`config.mk`:
```
export PLATFORM = sky130hd
export DESIGN_NAME = spi_sclk_gen
export DESIGN_NICKNAME = d
export VERILOG_FILES = /design/src/rtl/spi_sclk_gen_pkg.sv /design/src/rtl/sck_div_decode.sv /design/src/rtl/sck_phase_timer.sv /design/src/rtl/sck_strobe_map.sv /design/src/rtl/spi_sclk_gen.sv
export SDC_FILE = /design/constraint.sdc
export NUM_CORES = 1
export LEC_CHECK = 0
export BUFFER_PORTS_ARGS = -buffer_cell sky130_fd_sc_hd__buf_2
export CAP_MARGIN = 0
export CORE_UTILIZATION = 55
export DETAILED_ROUTE_END_ITERATION = 10
export GPL_TIMING_DRIVEN = 0
export HOLD_SLACK_MARGIN = 0.02
export PLACE_DENSITY = 0.81
export SLEW_MARGIN = 20
export SYNTH_ARGS = -nofsm -noshare
export SYNTH_HDL_FRONTEND = slang
export SYNTH_SLANG_ARGS = --single-unit
```
`constraint.sdc`:
```
create_clock -name clk -period 2.8 [get_ports clk]
set_clock_uncertainty 0.05 [all_clocks]
set_input_delay 0.14 -clock clk [delete_from_list [all_inputs] [get_ports clk]]
set_output_delay 0.14 -clock clk [all_outputs]
set_load 0.01 [all_outputs]
```
`src/rtl/spi_sclk_gen_pkg.sv`:
```
package spi_sclk_gen_pkg;

  typedef enum logic {
    EDGE_LEAD  = 1'b0,
    EDGE_TRAIL = 1'b1
  } sck_edge_e;

  function automatic logic pick_edge(input sck_edge_e sel, input logic lead, input logic trail);
    return (sel == EDGE_LEAD) ? lead : trail;
  endfunction

endpackage

```
`src/rtl/sck_div_decode.sv`:
```
module sck_div_decode #(
  parameter int FIELD_W = 5,
  localparam int CNT_W = FIELD_W
) (
  input  logic [FIELD_W-1:0] field,
  output logic [CNT_W-1:0]   half_hi,
  output logic [CNT_W-1:0]   half_lo
);
  logic [FIELD_W-2:0] low_bits;
  logic [CNT_W-1:0]   raw_div;
  logic [CNT_W-1:0]   eff_div;

  assign low_bits = field[FIELD_W-2:0];

  always_comb begin
    if (field[FIELD_W-1]) raw_div = {low_bits, 1'b0};
    else                  raw_div = {1'b0, low_bits};
    eff_div = (raw_div < CNT_W'(2)) ? CNT_W'(2) : raw_div;
    half_hi = (eff_div + CNT_W'(1)) >> 1;
    half_lo = eff_div >> 1;
  end
endmodule

```
`src/rtl/sck_phase_timer.sv`:
```
module sck_phase_timer #(
  parameter int CNT_W = 5
) (
  input  logic             clk,
  input  logic             rst_n,
  input  logic             run,
  input  logic [CNT_W-1:0] half_hi,
  input  logic [CNT_W-1:0] half_lo,
  output logic             lvl,
  output logic             lead_p,
  output logic             trail_p
);
  logic [CNT_W-1:0] cnt;
  logic [CNT_W-1:0] lo_cur;

  always_ff @(posedge clk) begin
    if (!rst_n) begin
      lvl     <= 1'b0;
      cnt     <= '0;
      lo_cur  <= '0;
      lead_p  <= 1'b0;
      trail_p <= 1'b0;
    end else if (!run) begin
      lvl     <= 1'b0;
      cnt     <= '0;
      lead_p  <= 1'b0;
      trail_p <= 1'b0;
    end else begin
      lead_p  <= 1'b0;
      trail_p <= 1'b0;
      if (!lvl && cnt == '0) begin
        lvl    <= 1'b1;
        cnt    <= half_hi - CNT_W'(1);
        lo_cur <= half_lo;
        lead_p <= 1'b1;
      end else if (cnt != '0) begin
        cnt <= cnt - CNT_W'(1);
      end else begin
        lvl     <= 1'b0;
        cnt     <= lo_cur - CNT_W'(1);
        trail_p <= 1'b1;
      end
    end
  end


  idle_when_stopped_chk: assert property (@(posedge clk) disable iff (!rst_n)
    !$past(run) |-> (!lvl && !lead_p && !trail_p));


  single_edge_chk: assert property (@(posedge clk) disable iff (!rst_n)
    $onehot0({lead_p, trail_p}));


  period_latch_chk: assert property (@(posedge clk) disable iff (!rst_n)
    !$stable(lo_cur) |-> lead_p);


  active_half_end_chk: assert property (@(posedge clk) disable iff (!rst_n)
    trail_p |-> ($past(lvl) && $past(cnt) == '0));
endmodule

```
`src/rtl/sck_strobe_map.sv`:
```
module sck_strobe_map
  import spi_sclk_gen_pkg::*;
(
  input  logic pha,
  input  logic late,
  input  logic lead_p,
  input  logic trail_p,
  output logic launch,
  output logic sample
);
  sck_edge_e launch_sel;
  sck_edge_e sample_sel;

  always_comb begin
    launch_sel = pha ? EDGE_LEAD : EDGE_TRAIL;
    sample_sel = (pha ^ late) ? EDGE_TRAIL : EDGE_LEAD;
    launch     = pick_edge(launch_sel, lead_p, trail_p);
    sample     = pick_edge(sample_sel, lead_p, trail_p);
  end
endmodule

```
`src/rtl/spi_sclk_gen.sv`:
```
module spi_sclk_gen #(
  parameter int FIELD_W = 5,
  localparam int CNT_W = FIELD_W
) (
  input  logic               clk,
  input  logic               rst_n,
  input  logic [FIELD_W-1:0] presc,
  input  logic               cpol,
  input  logic               cpha,
  input  logic               late_capture,
  input  logic               run,
  output logic               sclk,
  output logic               launch,
  output logic               sample
);
  logic [CNT_W-1:0] half_hi;
  logic [CNT_W-1:0] half_lo;
  logic             lvl;
  logic             lead_p;
  logic             trail_p;
  logic             pol_q;
  logic             pha_q;
  logic             late_q;

  always_ff @(posedge clk) begin
    if (!rst_n) begin
      pol_q  <= 1'b0;
      pha_q  <= 1'b0;
      late_q <= 1'b0;
    end else begin
      pol_q  <= cpol;
      pha_q  <= cpha;
      late_q <= late_capture;
    end
  end

  sck_div_decode #(.FIELD_W(FIELD_W)) u_dec (
    .field   (presc),
    .half_hi (half_hi),
    .half_lo (half_lo)
  );

  sck_phase_timer #(.CNT_W(CNT_W)) u_tmr (
    .clk     (clk),
    .rst_n   (rst_n),
    .run     (run),
    .half_hi (half_hi),
    .half_lo (half_lo),
    .lvl     (lvl),
    .lead_p  (lead_p),
    .trail_p (trail_p)
  );

  sck_strobe_map u_map (
    .pha     (pha_q),
    .late    (late_q),
    .lead_p  (lead_p),
    .trail_p (trail_p),
    .launch  (launch),
    .sample  (sample)
  );

  assign sclk = lvl ^ pol_q;


  launch_on_edge_chk: assert property (@(posedge clk) disable iff (!rst_n)
    (launch && $stable(pol_q)) |-> !$stable(sclk));


  late_same_edge_chk: assert property (@(posedge clk) disable iff (!rst_n)
    (sample && late_q) |-> launch);
endmodule

```
==> impl.org, run 1 <==
** Floorplanning
- The die covers roughly 0.0016 mm^2.
- The floorplan step defined a core boundary enclosing ~0.0013 mm^2.
- I/O pin cnt :: 14
- The die is around 40 um wide.
- Die extent in y :: 39.92 um
- Row generation in the floorplan step produced 13 rows.
- Starting density of the core :: between 60% and 70%

** Detailed routing
- The pre-antenna-repair detailed-routing pass consisted of 4 iterations.
- Routed vias :: 704
- After the first detailed-routing iteration, the DRC count stood at 16.
- Dividing the detail-routed wire length by the instance count gives ~13 um.
- The count of nets left with antenna violations once routing finished came out at 0.
- In the routed layout, each cell is associated on average with a via count of between 5 and 6.
- Post-detailed-routing wire length :: 1648 um
- For this run, design rule violations remaining after detail routing come to 0.

** Clock tree
- TritonCTS built the clock tree.
- Htree depth :: 1
- Post-CTS timing repair inserted 0 buffers for setup.
- Clock net sink count :: 15
- The later pin in the worst-skew pair is clocked with a latency of around 0.28 ns.
- Number of buffers on the longest clock path :: 2
- Clock tree synthesis inserted a total of 3 buffers.
- Clock input transition at the sequential cells of the worst setup and hold paths :: roughly 0.08 ns
- Clock Tree Root :: sky130_fd_sc_hd__clkbuf_4

** Worst setup path
- The worst register-to-register path begins at u_tmr.cnt[1].
- Register-to-Register Setup Slack :: roughly 0.74 ns
- Data required, critical path :: 2.97 ns
- Crit path launch :: u_tmr.cnt[1]
- Data arrives at the worst endpoint at between 2 and 2.5 ns.
- STA classifies the critical path endpoint as a flip-flop.
- The worst setup path is launched from a flip-flop.
- Of all nets on the critical path, the largest fanout is 6.
- The critical path goes through or4_1 -> buf_2 -> nor3_1 -> o32ai_2 -> ha_1 -> xor2_1 -> nor2_1.
- Max stage delay cell, worst path :: sky130_fd_sc_hd__or4_1
- The setup path with the least slack is of type reg2reg.
- The endpoint identified for the worst register-to-register timing path is u_tmr.cnt[2].
- Buf/Inv on CP :: 1
- Broken down by cell family, the worst path's largest delay share belongs to simple AND/OR/NAND/NOR gates.
- Longest individual stage delay on the worst path :: ~0.5 ns
- The worst register-to-register path has a depth of 7.

** Power
- Overall power consumption after layout is estimated at around 0.00088 W.
- Dividing total power by cell area gives a power density of around 950 mW/mm^2.
- Of the total power, the clock network draws ~14%.
- Of the total power, the share spent switching nets is between 40% and 50%.
- Power dissipated by switching net loads :: 0.0003643 W
- In this run, flip-flops and latches consume between 30 and 40% of the power.
- IR drop worst, VDD :: around 640 uV
- Of the total power, combinational logic draws a little over half.
- Internal power comes to 0.0005115 W.
- Pleak :: approximately 0.4 nW

** Global routing
- Remaining Overflow, GRT :: 0
- Entering global routing, the biggest net connects 11 pins.
- Number of antenna violations at the first check in global routing :: 0
- GRT Util Overall :: around 24%
- The via count of the first global-routing pass is 590.
- Wire length of the first global-routing pass :: roughly 2500 um

** Layout
- Cells with a size suffix above 1 make up between 20% and 30% of the layout.
- Final cell count without fillers :: approximately 130
- Fill cells in the final layout number 120.
- 0 antenna diodes ended up in the layout.
- Relative to the synthesized area, the layout overhead comes to 16.46%.
- Final #Nets :: roughly 120

** Worst hold path
- The min-delay analysis places its worst path in the category in2reg.
- Hold-critical path depth :: 2
- The worst hold path begins at rst_n.
- For hold timing, the worst endpoint is late_q.

** STA
- The worst path needs about 2.1 ns of the cycle, external delays included.
- Number of hold violations in the final report :: 0
- The count of final max-slew check failures was 0.
- For the pin with the worst max-slew slack, the measured transition is 0.3927 ns.
- Setup repair after global routing left no endpoint under its margin.
- Adding up every negative setup slack in the final design gives 0 ns.
- Worst slew margin relative to its limit :: 73.60%
- Share of the clock period used by the worst path after layout :: about three quarters
- Setup violations remaining at the end of the flow were counted as 0.
- For this run, the top clock speed supported by timing is between 400 and 500 MHz.

** Logic synthesis
- After synthesis, the share of flip-flops with an asynchronous set or reset is 0%.
- Synthesized area divided by synthesized cell count :: approximately 8.6 um^2
- In this run, distinct cell masters in the synthesized netlist total 37.
- Most used standard cell by instance count after synthesis :: sky130_fd_sc_hd__dfxtp_1
- Synthesized Nets :: around 100
- Portion of the post-synthesis area used by sequential elements :: roughly 38%
- In this run, synthesis inferred 0 flip-flops with an integrated enable.
- Area contributors post-synth :: sky130_fd_sc_hd__dfxtp_1, sky130_fd_sc_hd__nor2_1, sky130_fd_sc_hd__and2_1, sky130_fd_sc_hd__a21oi_1, sky130_fd_sc_hd__xor2_1
- Summed over all instances, the cell type with the most area after synthesis is sky130_fd_sc_hd__dfxtp_1.
- Among all flip-flop cells after synthesis, the most frequent one is sky130_fd_sc_hd__dfxtp_1.
- Number of synthesis warnings :: 0
- Synthesis handed over a netlist of slightly above 90 instances.
- Commonest cells in the synthesized netlist :: sky130_fd_sc_hd__dfxtp_1, sky130_fd_sc_hd__nor2_1, sky130_fd_sc_hd__a21oi_1
- Counting flops and latches in the post-synthesis netlist gives 15.
- The synthesized netlist occupies a cell area of slightly below 800 um^2.
- After synthesis, the largest area contributor takes up between 30 and 40% of total cell area.

** Placed design
- Cell count after placement :: approximately 120
- IO buf count :: 11
- Last weighted congestion value of the routability-driven placer :: 0.8395
- Detailed placement ended at an HPWL of between 1000 and 1500 um.

** Status
- The run finished with clean final reports.

** Job
- Max cap viols :: 0
## metal layers
metal / global-route usage, % / part of all wire, % / vias to the layer above
met3: 10.23 / 3.7 / 4
met5: 0 / 0 / -
li1: - / - / 366
met1: 27.15 / 42 / 323
met4: 5.172 / 0.85 / 0
met2: 42.74 / 53 / 11
## placed cells by master (no fill, tap or decap), types with 3 or more instances in the layout
master / n
sky130_fd_sc_hd__a21oi_1: 6
sky130_fd_sc_hd__and2_1: 5
sky130_fd_sc_hd__buf_2: 12
sky130_fd_sc_hd__clkbuf_1: 4
sky130_fd_sc_hd__clkbuf_4: 3
sky130_fd_sc_hd__dfxtp_1: 15
sky130_fd_sc_hd__dlygate4sd3_1: 3
sky130_fd_sc_hd__nand2_1: 5
sky130_fd_sc_hd__nand3_1: 3
sky130_fd_sc_hd__nor2_1: 11
sky130_fd_sc_hd__nor2b_1: 4
sky130_fd_sc_hd__o21ai_0: 4
sky130_fd_sc_hd__xor2_1: 3
## registers in the layout, indices dropped and copies added (netlist names)
name / count
u_tmr.trail_p: 1
pol_q: 1
u_tmr.lvl: 1
u_tmr.cnt: 5
u_tmr.lead_p: 1
pha_q: 1
late_q: 1
u_tmr.lo_cur: 4
## per-stage QoR
step / cell area, um^2 / hold slack [ns] / util (%) / worst slack, ns
detailed placement: 864.6 / 0.3039 / 65.62 / 0.7440
CTS: 920.9 / 0.08117 / 69.90 / 0.7225
finish: 920.9 / 0.09660 / 69.90 / 0.7384
global placement: 864.6 / 0.2944 / 65.62 / 0.8087
floorplan: 790.8 / 0.2117 / - / 0.9066
global route: 920.9 / 0.08794 / 69.90 / 0.5971
## cell families (layout without fill, tap and decap cells)
family | Yosys count | in the layout | share of synthesized area [%]
multiplexers | 4 | 4 | 5.380
XOR/XNOR | 4 | 4 | 4.431
adder cells (fa/ha/maj) | 1 | 1 | 1.582
buffers and inverters | 6 | 24 | 3.006
AND/OR/NAND/NOR | 41 | 41 | 29.12
flip-flops | 15 | 15 | 37.97
AO/OA/AOI/OAI | 21 | 21 | 18.51
## what timing repair did
item	in CTS	in global routing
gates resized for setup	0	0
hold buffers	3	0
endpoints found under the hold margin	3	0
## layout make-up
cell class | count | area [um^2] | share of cell area [%]
plain buffers | 4 | 16.27 | 1.766
well taps | 15 | 18.77 | 2.038
multi-input cells | 71 | 466.7 | 50.68
inverters | 2 | 7.507 | 0.8152
repair buffers | 14 | 85.08 | 9.239
flip-flops and latches | 15 | 300.3 | 32.61
clock buffers | 4 | 26.28 | 2.853
## how the worst max path moves through the flow
stage	to	slack [ns]	cells after the start
4_1_cts	u_tmr.cnt[2]	0.72	7
2_1_floorplan	u_tmr.cnt[2]	0.91	7
5_1_grt	u_tmr.cnt[4]	0.60	6
3_3_place_gp	u_tmr.cnt[2]	0.81	7
6_report	u_tmr.cnt[2]	0.74	7
3_5_place_dp	u_tmr.cnt[2]	0.74	7
## power by group through the flow
stage	Combinational (W)	Sequential [W]	Clock, W
after CTS	0.000458	0.000296	0.000123
after detailed placement	0.000449	0.000300	0
after floorplan	0.000367	0.000291	0
final	0.000456	0.000297	0.000123
after global routing	0.000511	0.000301	0.000134
after global placement	0.000432	0.000298	0
Power figures use the tool's default switching activity.
==> inputs of run 2 (changes only) <==
Settings changed: CORE_UTILIZATION 55 to 47, PLACE_DENSITY 0.81 to 0.74.
Clock period 2.8 ns to 1.85 ns, I/O delays scaled along.
==> run 2 against run 1 <==
- the flow now finishes with violations (negative setup slack)
- clock-buffer cell count unchanged
- register-to-register slack worse by 0.78 ns
- die area up 16%
- non-clock buffer count up 5
- worst setup slack worse by 0.78 ns
- routed wire length up 9.2%
- sequential cell count unchanged
- combinational power up 130%
- sequential share of layout area down 3.3 points
- critical path depth down 1
- power up 95%
- critical path type unchanged
- critical endpoint unchanged
- largest power group unchanged
- highest routed layer unchanged
==> impl.org, run 2 (synthesis results as in run 1) <==
** Status
- Outcome :: finished, violations left
- Violated checks :: negative setup slack

** Worst setup path
- On the critical path, the stage with the largest delay is an instance of sky130_fd_sc_hd__or4_4.
- Highest net fanout along the worst path :: 5 (-1)
- The critical path is of the reg2reg type.
- Critical R2R Capture :: u_tmr.cnt[2]
- Grouping stages by cell kind, the critical path spends the most delay in simple AND/OR/NAND/NOR gates.
- Critical Path, Cell by Cell :: or4_4 -> nor3_4 -> o32ai_4 -> ha_4 -> xor2_1 -> nor2_1
- The data required time of the critical path was 1.98 ns (-0.99 ns).
- The worst setup path is captured at a flip-flop.
- The startpoint identified for the worst register-to-register timing path is u_tmr.cnt[1].
- The count of cells along the worst register-to-register path came to 6 (-1).
- Path length in cells of the critical path :: 6 (-1)
- The worst setup slack for register-to-register paths is -0.04 ns (-0.78 ns).
- The data arrival at the endpoint of the critical path was 2.03 ns (-0.21 ns).
- The worst setup path is launched from a flip-flop.
- The buffering stage count on the worst path with inverters included came to 0 (-1).
- The largest stage delay on the critical path came to 0.60 ns (+0.10 ns).

** Layout
- The largest registers in the layout are u_tmr.cnt (5), u_tmr.lo_cur (4).
- Multi-input gate area in the final layout :: 546.8 um^2 (+17%)
- Storage element area :: 307.8 um^2 (+2.5%)
- Flip-flop count of the largest register after layout :: 5 (unchanged)
- Counting flops per register, the top entry is u_tmr.cnt.
- The library cell used most frequently in the layout, excluding fill and tap cells, is sky130_fd_sc_hd__dfxtp_1.
- Final #Nets :: 128 (+4.1%)
- The number of inserted filler cells in the final layout is 131 (+9.2%).
- Fraction of final layout cells with drive strength greater than 1 :: 33.04% (+11 points)
- The number of cells in the finished layout apart from fillers came to 131 (+4.8%).
- Antenna cell count :: 0 (unchanged)
- Area added between synthesis and finish :: 32.75%
- Commonest non-fill, non-tap cells in the layout :: sky130_fd_sc_hd__dfxtp_1, sky130_fd_sc_hd__buf_2, sky130_fd_sc_hd__nor2_1

** Detailed routing
- Routed length per instance :: 13.73 um (+4.2%)
- The number of nets with antenna violations after detailed routing came to 0 (unchanged).
- Post-detailed-routing wire length :: 1799 um (+9.2%)
- Iter 0 DRT Violations :: 13 (-3)
- Routed vias :: 749 (+6.4%)
- Count of unresolved DRC violations after routing :: 0 (unchanged)
- The number of iterations in the first detailed-routing pass is 4 (unchanged).
- The number of vias per cell came to 5.718 (+1.5%).

** Global routing
- The largest net degree at the start of global routing is 11 (unchanged).
- GRT Util Overall :: 20.79% (-3.7 points)
- Vias in the first global route :: 728 (+23%)
- The overall overflow remaining after global route was 0 (unchanged).
- Number of antenna violations at the first check in global routing :: 0 (unchanged)
- Wire length of the first global-routing pass :: 2932 um (+17%)

** STA
- The final-report hold violation count came to 0 (unchanged).
- Max Clock Freq :: 528.1 MHz (+8.9%)
- Worst-Margin Slew :: 0.3767 ns (-0.01599 ns)
- The total setup violations reported at the end of the flow was 3 (+3).
- Final critical-path required period :: 1.894 ns (-0.1680 ns)
- Share of the clock period used by the worst path after layout :: 102.4% (+29 points)
- Setup repair after global routing could not meet its margin everywhere.
- Number of pins with negative max-slew slack in the final report :: 0 (unchanged)
- The max-slew headroom at the worst pin came to 74.89% (+1.3 points).
- Worst slack on hold paths :: 0.04424 ns (-0.05236 ns)
- Final worst setup slack :: -0.04361 ns (-0.7820 ns)

** Clock tree
- Clock input transition at the sequential cells of the worst setup and hold paths :: 0.08 ns (about the same)
- The number of H-tree branching levels is 1 (unchanged).
- Insertion delay to the later sink of the worst-skew pair :: 0.29 ns (about the same)
- The number of clock sinks came to 15 (unchanged).
- CTS tree :: built
- The worst-case clock buffer depth came to 2 (unchanged).
- The root buffer cell chosen for the clock tree is sky130_fd_sc_hd__clkbuf_4.
- Number of buffers created by CTS :: 3 (unchanged)

** Floorplanning
- The die area was 0.001850 mm^2 (+16%).
- I/O pin cnt :: 14 (unchanged)
- Area inside the core boundary :: 0.001541 mm^2 (+17%)
- The vertical extent of the die came to 43.02 um (+7.8%).
- Starting density of the core :: 51.30% (-8.7 points)
- Die width :: 43.02 um (+7.8%)
- Placement row count :: 14 (+1)

** Power
- Pwr/cell area :: 1630 mW/mm^2 (+71%)
- IR drop worst, VDD :: 1137 uV (+77%)
- The static leakage came to 0.4430 nW (+10%).
- Total design power :: 0.001711 W (+95%)

** Worst hold path
- Class of the tightest hold or removal check :: in2reg
- Hold wc startpoint :: rst_n
- Hold Crit Endpoint :: pha_q
- Hold-critical path depth :: 2 (unchanged)

** Placed design
- The count of placed standard cells including taps came to 119 (+0.85%).
- The worst slack at placement was -0.1811 ns (-0.9251 ns).
- Last weighted congestion value of the routability-driven placer :: 0.8030 (-4.3%)
- IO buf count :: 11 (unchanged)
- The estimated wirelength of the detail-placed design is 1195 um (-1.2%).

** Job
- Max cap viols :: 0 (unchanged)
## run 2: worst max-delay path by stage
stage	from	end
3_3_place_gp	u_tmr.cnt[1]	u_tmr.cnt[4]
5_1_grt	u_tmr.cnt[0]	u_tmr.cnt[4]
4_1_cts	u_tmr.cnt[0]	u_tmr.cnt[4]
2_1_floorplan	u_tmr.cnt[1]	u_tmr.cnt[2]
3_5_place_dp	u_tmr.cnt[1]	u_tmr.cnt[4]
6_report	u_tmr.cnt[1]	u_tmr.cnt[2]
## run 2: through the flow
stage	setup TNS [ns]	utilization, %	cell area [um^2]
detailed placement	-0.3135	56.49	870.8
global placement	-0.2038	56.49	870.8
finish	-0.1107	68.10	1050
floorplan	0	-	795.8
global route	-0.3284	68.10	1050
CTS	-0.08347	66.40	1023
## run 2: timing repair
item / 4_1_cts / 5_1_grt
cloned: 0 / 0
buffers inserted: 5 / 1
setup endpoints to repair: 4 / 4
hold buffers: 3 / 0
endpoints found under the hold margin: 3 / 0
resized for setup: 13 / 5
pin swaps: 7 / 5
## run 2: worst register-to-register path, cell delays in order, from the launching register on
cell                      delay (ns)
sky130_fd_sc_hd__dfxtp_4        0.36
sky130_fd_sc_hd__or4_4          0.60
sky130_fd_sc_hd__nor3_4         0.23
sky130_fd_sc_hd__o32ai_4        0.14
sky130_fd_sc_hd__ha_4           0.20
sky130_fd_sc_hd__xor2_1         0.15
sky130_fd_sc_hd__nor2_1         0.05
## run 2: metal layers
layer / global-route usage (%) / vias up / share of wire [%]
met1: 22.89 / 361 / 42
met2: 38.18 / 8 / 52
met4: 4.242 / 0 / 2.9
met5: 0 / - / 0
met3: 7.234 / 5 / 3.6
li1: - / 375 / -
## run 2: cell type report
class | count | area share, %
clock buffers | 4 | 2.503
well taps | 16 | 1.907
multi-input cells | 71 | 52.09
plain buffers | 3 | 1.073
repair buffers | 20 | 12.40
flip-flops and latches | 15 | 29.32
inverters | 2 | 0.7151
## run 2: power breakdown
group	total (W)	leakage [nW]	internal (W)	switching [W]
registers	0.000471	0.124	0.000397	0.0000743
logic	0.00106	0.304	0.000520	0.000537
clock network	0.000183	0.0150	0.0000840	0.0000987
total	0.00171	0.443	0.00100	0.000710
